File: config.mk
export PLATFORM = sky130hd
export DESIGN_NAME = eeprom_page_writer
export DESIGN_NICKNAME = d
export VERILOG_FILES = /design/src/rtl/eeprom_page_writer.sv
export SDC_FILE = /design/constraint.sdc
export NUM_CORES = 1
export LEC_CHECK = 0
export BUFFER_PORTS_ARGS = -buffer_cell sky130_fd_sc_hd__buf_2
export CELL_PAD_IN_SITES_DETAIL_PLACEMENT = 1
export CELL_PAD_IN_SITES_GLOBAL_PLACEMENT = 1
export CORE_MARGIN = 1.5
export CORE_UTILIZATION = 40
export CTS_CLUSTER_DIAMETER = 200
export DETAILED_ROUTE_END_ITERATION = 10
export PLACE_DENSITY_LB_ADDON = 0.05
export SLEW_MARGIN = 20
export SYNTH_ARGS = -nofsm -noshare
export SYNTH_HDL_FRONTEND = slang
export SYNTH_SLANG_ARGS = --single-unit
File: constraint.sdc
create_clock -name clk -period 5.3 [get_ports clk]
set_input_delay 0.53 -clock clk [delete_from_list [all_inputs] [get_ports clk]]
set_output_delay 0.53 -clock clk [all_outputs]
set_load 0.05 [all_outputs]
File: src/rtl/eeprom_page_writer.sv
module eeprom_page_writer #(
  parameter int ADDR_W     = 13,
  parameter int DATA_W     = 8,
  parameter int OFS_W      = 6,
  parameter int STROBE_CYC = 4,
  parameter int WINDOW_CYC = 14000,
  parameter int RD_CYC     = 2,
  parameter int POLL_LIMIT = 1000000
) (
  input  logic                      clk,
  input  logic                      rst_n,
  input  logic                      start,
  input  logic [ADDR_W-OFS_W-1:0]   page,
  input  logic [OFS_W:0]            len,
  input  logic                      src_valid,
  input  logic [DATA_W-1:0]         src_data,
  output logic                      src_ready,
  output logic                      mem_ce_n,
  output logic                      mem_we_n,
  output logic                      mem_oe_n,
  output logic [ADDR_W-1:0]         mem_addr,
  output logic [DATA_W-1:0]         mem_dq_o,
  output logic                      mem_dq_oe,
  input  logic [DATA_W-1:0]         mem_dq_i,
  output logic                      busy,
  output logic                      done,
  output logic                      err_len,
  output logic                      err_stall,
  output logic                      err_timeout
);

  localparam int PAGE_W = ADDR_W - OFS_W;
  localparam int TMAX   = (STROBE_CYC > RD_CYC) ? STROBE_CYC : RD_CYC;
  localparam int TW     = $clog2(TMAX + 1);
  localparam int GW     = $clog2(WINDOW_CYC + 1);
  localparam int PW     = $clog2(POLL_LIMIT + 1);
  localparam logic [OFS_W:0]  MAX_LEN   = (OFS_W+1)'(1 << OFS_W);
  localparam logic [TW-1:0]   STB_LAST  = TW'(STROBE_CYC - 1);
  localparam logic [TW-1:0]   RD_LAST   = TW'(RD_CYC - 1);
  localparam logic [GW-1:0]   GAP_LAST  = GW'(WINDOW_CYC - 3);
  localparam logic [PW-1:0]   POLL_LAST = PW'(POLL_LIMIT - 1);

  typedef enum logic [2:0] {
    S_IDLE, S_WAIT, S_SETUP, S_STROBE, S_HOLD, S_PGAP, S_PRD
  } state_t;

  state_t             st;
  logic [PAGE_W-1:0]  page_q;
  logic [OFS_W:0]     len_q;
  logic [OFS_W:0]     idx;
  logic [OFS_W-1:0]   ofs_q;
  logic [DATA_W-1:0]  data_q;
  logic [TW-1:0]      tmr;
  logic [GW-1:0]      gap;
  logic [PW-1:0]      poll;
  logic               stalled;

  wire len_bad = (len == '0) || (len > MAX_LEN);
  wire hit     = mem_dq_i[DATA_W-1] == data_q[DATA_W-1];
  wire wr_bus  = (st == S_SETUP) || (st == S_STROBE) || (st == S_HOLD);

  assign busy      = st != S_IDLE;
  assign src_ready = st == S_WAIT;
  assign mem_we_n  = st != S_STROBE;
  assign mem_oe_n  = st != S_PRD;
  assign mem_ce_n  = !(wr_bus || st == S_PRD);
  assign mem_dq_oe = wr_bus;
  assign mem_dq_o  = data_q;
  assign mem_addr  = {page_q, ofs_q};

  always_ff @(posedge clk) begin
    if (!rst_n) begin
      st <= S_IDLE;
      page_q <= '0;
      len_q <= '0;
      idx <= '0;
      ofs_q <= '0;
      data_q <= '0;
      tmr <= '0;
      gap <= '0;
      poll <= '0;
      stalled <= 1'b0;
      done <= 1'b0;
      err_len <= 1'b0;
      err_stall <= 1'b0;
      err_timeout <= 1'b0;
    end else begin
      done <= 1'b0;
      err_len <= 1'b0;
      err_stall <= 1'b0;
      err_timeout <= 1'b0;
      unique case (st)
        S_IDLE:
          if (start) begin
            if (len_bad) begin
              err_len <= 1'b1;
            end else begin
              page_q <= page;
              len_q <= len;
              idx <= '0;
              gap <= '0;
              stalled <= 1'b0;
              st <= S_WAIT;
            end
          end
        S_WAIT:
          if (src_valid) begin
            data_q <= src_data;
            ofs_q <= idx[OFS_W-1:0];
            st <= S_SETUP;
          end else if (idx != '0 && gap == GAP_LAST) begin
            stalled <= 1'b1;
            poll <= '0;
            st <= S_PGAP;
          end else if (idx != '0) begin
            gap <= gap + 1'b1;
          end
        S_SETUP: begin
          tmr <= '0;
          st <= S_STROBE;
        end
        S_STROBE:
          if (tmr == STB_LAST) begin
            idx <= idx + 1'b1;
            st <= S_HOLD;
          end else begin
            tmr <= tmr + 1'b1;
          end
        S_HOLD:
          if (idx == len_q) begin
            poll <= '0;
            st <= S_PGAP;
          end else begin
            gap <= '0;
            st <= S_WAIT;
          end
        S_PGAP: begin
          poll <= poll + 1'b1;
          tmr <= '0;
          if (poll == POLL_LAST) begin
            err_timeout <= 1'b1;
            st <= S_IDLE;
          end else begin
            st <= S_PRD;
          end
        end
        S_PRD: begin
          poll <= poll + 1'b1;
          tmr <= tmr + 1'b1;
          if (tmr == RD_LAST && hit) begin
            if (stalled) err_stall <= 1'b1;
            else         done <= 1'b1;
            st <= S_IDLE;
          end else if (poll == POLL_LAST) begin
            err_timeout <= 1'b1;
            st <= S_IDLE;
          end else if (tmr == RD_LAST) begin
            st <= S_PGAP;
          end
        end
        default: st <= S_IDLE;
      endcase
    end
  end

  p_we_gate_r1: assert property (@(posedge clk) disable iff (!rst_n)
    !mem_we_n |-> (!mem_ce_n && mem_oe_n && mem_dq_oe));

  p_page_fixed_r2: assert property (@(posedge clk) disable iff (!rst_n)
    (busy && $past(busy)) |-> mem_addr[ADDR_W-1:OFS_W] == $past(mem_addr[ADDR_W-1:OFS_W]));

  p_setup_r4: assert property (@(posedge clk) disable iff (!rst_n)
    $fell(mem_we_n) |-> ($stable(mem_addr) && $stable(mem_dq_o) && !$past(mem_ce_n)));

  p_hold_r4: assert property (@(posedge clk) disable iff (!rst_n)
    $rose(mem_we_n) |-> ($stable(mem_addr) && $stable(mem_dq_o) && !mem_ce_n));

  p_len_reject_r6: assert property (@(posedge clk) disable iff (!rst_n)
    (!busy && start && len_bad) |=> (err_len && !busy && mem_we_n));

  p_poll_read_r7: assert property (@(posedge clk) disable iff (!rst_n)
    !mem_oe_n |-> (mem_we_n && !mem_ce_n && !mem_dq_oe));

  p_poll_release_r7: assert property (@(posedge clk) disable iff (!rst_n)
    $fell(mem_oe_n) |-> $past(mem_ce_n));

  p_one_result_r8: assert property (@(posedge clk) disable iff (!rst_n)
    $onehot0({done, err_len, err_stall, err_timeout}));

endmodule

==> results by group <==
Run status
  • Result of the run: completed

Power and ir drop
  • Switching share of power: 40.60%
  • Internal power: 1.031 mW
  • Power per Cell Area: 378.8 nW/um^2
  • Net switching power figure: 0.7045 mW
  • Flop pwr share: 41.4%
  • Leakage Power: 1.737 nW
  • Portion of total power attributed to combinational logic: 34.3%
  • PnR Total Power: 1.735 mW
  • Clk network pwr share: 24.3%
  • Max rail drop VDD: 159.1 uV

Synthesis
  • Number of warnings issued by yosys: 0
  • Post-synthesis async set-or-reset flop share: 0%
  • Post-synthesis register bit count: 80
  • Net count after synthesis: 520
  • Average instance area after synthesis: 8.413 um^2
  • Gate Count Post-Synth: 478
  • Most area-hungry cell type in the Yosys netlist: dfxtp_1
  • Top cells by area, synth: dfxtp_1, nand2_1, xnor2_1
  • Mapped Area: 4021 um^2
  • Share of synthesized area occupied by flip-flops and latches: 39.83%
  • Most frequently used cell type in the post-synthesis netlist: dfxtp_1
  • Commonest cells in the synthesized netlist: dfxtp_1, nand2_1, nor2_1
  • Number of distinct standard cells referenced by the synthesized netlist: 50
  • Post-synth top flop: dfxtp_1
  • Post-synth EDFFs: 0
  • Top-area cell type share of the netlist area: 39.83%

STA
  • Unrepaired setup endpoints after global routing: false
  • Relative slew slack: 34.14%
  • Setup Viol. Count Final: 0
  • Number of failing hold endpoints at the final stage: 0
  • Setup TNS: 0 ps
  • Fmax: 328.0 MHz
  • Min cycle time layout: 3049 ps
  • Final max-slew violation count: 0
  • Fin crit share: 57.53%
  • Worst slew pin tran: 978.9 ps
  • Final setup skew: 6.726 ps

Global routing
  • Number of global-route vias before repair: 3203
  • Global-route usage over all layers: 18.62%
  • Wire length of the first global-routing pass: 15570 um
  • Met1 track demand over resource: 25.49%
  • Initial antenna violation count: 0
  • Largest net degree at the start of global routing: 43
  • Grt met3 use: 4.167%
  • Grt total ovfl: 0
  • Most used routing layer: met2
  • Fraction of met2 tracks used by global routing: 29.20%

Die
  • DIE AREA: 10660 um^2
  • I/O pin count: 65
  • Floorplan core area: 9774 um^2
  • Die width: 103.3 um
  • Starting utilization of the core area: 41.14%
  • Total number of placement rows: 36
  • Die height: 103.3 um

Critical path
  • Crit Path Class: flop to flop
  • Worst endpoint data arrival time: 3340 ps
  • Startpoint of the worst-slack reg-to-reg timing path: gap[0]
  • Top fanout value on the critical path: 12
  • CP Data Required Time: 5590 ps
  • Category of the worst setup path capture point: flop
  • Kind of start point of the critical path: flop
  • Startpoint of the most critical setup path: gap[0]

Layout
  • Finished Cell Area: 4581 um^2
  • Utilization after layout: 46.86%
  • Layout overhead on the synthesized area: 13.91%
  • Filler Cell Count: 1189
  • Antenna diode instance count: 0
  • Share of layout cells above drive strength 1: 15.91%
  • Nets: 565

Clock tree
  • Clock net sink count: 80
  • Worst-case clock buffer depth: 2
  • H-tree depth reported by CTS: 3
  • Hold Buf Count CTS: 0
  • CTS clock-pin slew for the worst setup and hold paths: 80 ps
  • Quantity of gates resized following cts: 0
  • Clock Root Buffer: clkbuf_8
  • Skew-Pair Late Insertion Delay: 350 ps
  • Clock buffers created by TritonCTS: 9
  • CTS tree: done
  • Total setup buffers inserted after CTS: 0

Drt
  • Routed via count: 3539
  • Average routed wire per standard cell: 14.70 um
  • Iteration count of the initial detailed-routing pass: 5
  • Mean number of vias per cell: 5.354
  • Remaining number of nets flagged by the antenna check after routing: 0
  • Detailed-route wire length: 9720 um
  • Number of DRC violations after detailed routing: 0
  • Count of routing violations after the opening detailed-route iteration: 138

Worst hold path
  • Min-delay worst type: input port to flop
  • Hold path start: src_data[0]

Place
  • Post-DP HPWL: 6879 um
  • Port Buffers: 57
  • GP Congestion: 0.8332
  • Area after DPL: 4397 um^2

Run
  • Number of violations of the max-capacitance limit: 0
## power groups by stage
stage                     combinational, mW  clock (mW)  sequential [mW]
after floorplan                       0.445           0            0.740
after detailed placement              0.599           0            0.733
after global routing                  0.653       0.468            0.730
after CTS                             0.602       0.438            0.719
after global placement                0.588           0            0.730
final                                 0.595       0.421            0.719
## layout by cell type, fill, tap and decap left out, types with 3 or more instances in the layout
cell type	Yosys	final
nand3_1	15	15
mux2i_1	15	15
nor4b_1	3	3
xnor2_1	21	21
or4_1	11	11
dfxtp_1	80	80
clkbuf_8	0	12
nand2_1	62	62
o31ai_1	10	9
a22oi_1	3	3
and3_1	10	10
ha_1	8	8
a21oi_1	23	23
or3_1	10	10
inv_1	13	13
o21ai_0	20	20
buf_4	0	4
nand4_1	10	10
a21boi_0	17	17
and2_1	5	5
a211oi_1	3	3
nand2b_1	3	3
nor2_1	33	33
xor2_1	8	8
nor2b_1	25	25
nor3_1	6	6
nor4_1	11	11
clkinv_2	0	3
buf_2	2	57
## worst max-delay path, cell delays in order (launching register included)
cell and delay [ps]:
dfxtp_1 460, ha_1 190, nand4_1 100, nor4b_1 600
a21boi_0 190, buf_4 220, or4_1 630, or4_1 440
a21oi_1 150
## area by class of cell
cell class	count	area, um^2	share of cell area [%]
Multi-Input combinational cell	358	2265	49.44
Inverter	13	48.80	1.065
Sequential cell	80	1602	34.96
Clock buffer	13	168.9	3.688
Timing Repair Buffer	61	315.3	6.883
Tap cell	133	166.4	3.633
Clock inverter	3	15.01	0.3278
## kinds of logic (layout without fill, tap and decap cells)
family	after synthesis	in the layout	synth area share, %
AO/OA/AOI/OAI	92	92	15.59
XOR/XNOR	29	29	6.316
adder cells (fa/ha/maj)	8	8	2.489
buffers and inverters	40	90	3.983
flip-flops	80	80	39.83
multiplexers	16	16	4.014
AND/OR/NAND/NOR	213	213	27.79
## stage by stage
step	worst slack [ps]	std cells	hold slack (ps)
3_3_place_gp	2241	645	401.5
6_report	2251	661	417.3
2_1_floorplan	2334	478	392.4
5_1_grt	2049	661	410.8
3_5_place_dp	2195	645	412.7
4_1_cts	2193	661	404.0
## sequential cells by signal (all words and copies together) (netlist names), 3 cells and up
name      cells
gap          14
idx           7
len_q         7
mem_dq_o      8
ofs_q         6
page_q        7
poll         20
st            3
tmr           3
## path summary, 6_finish.rpt
kind | to | slack (ps) | cells past startpoint
setup / recovery | poll[19] | 2250 | 8
setup reg to reg | poll[19] | 2250 | 8
hold / removal | mem_dq_o[0] | 420 | 3
hold reg to reg | done | 420 | 1
## layer usage
metal | share of wire (%) | routed length, um
met5 | 0 | 0
met4 | 1.0 | 100
met3 | 3.2 | 315
met2 | 45 | 4374
met1 | 51 | 4930
Note: power is estimated with default switching activity, not from simulation.
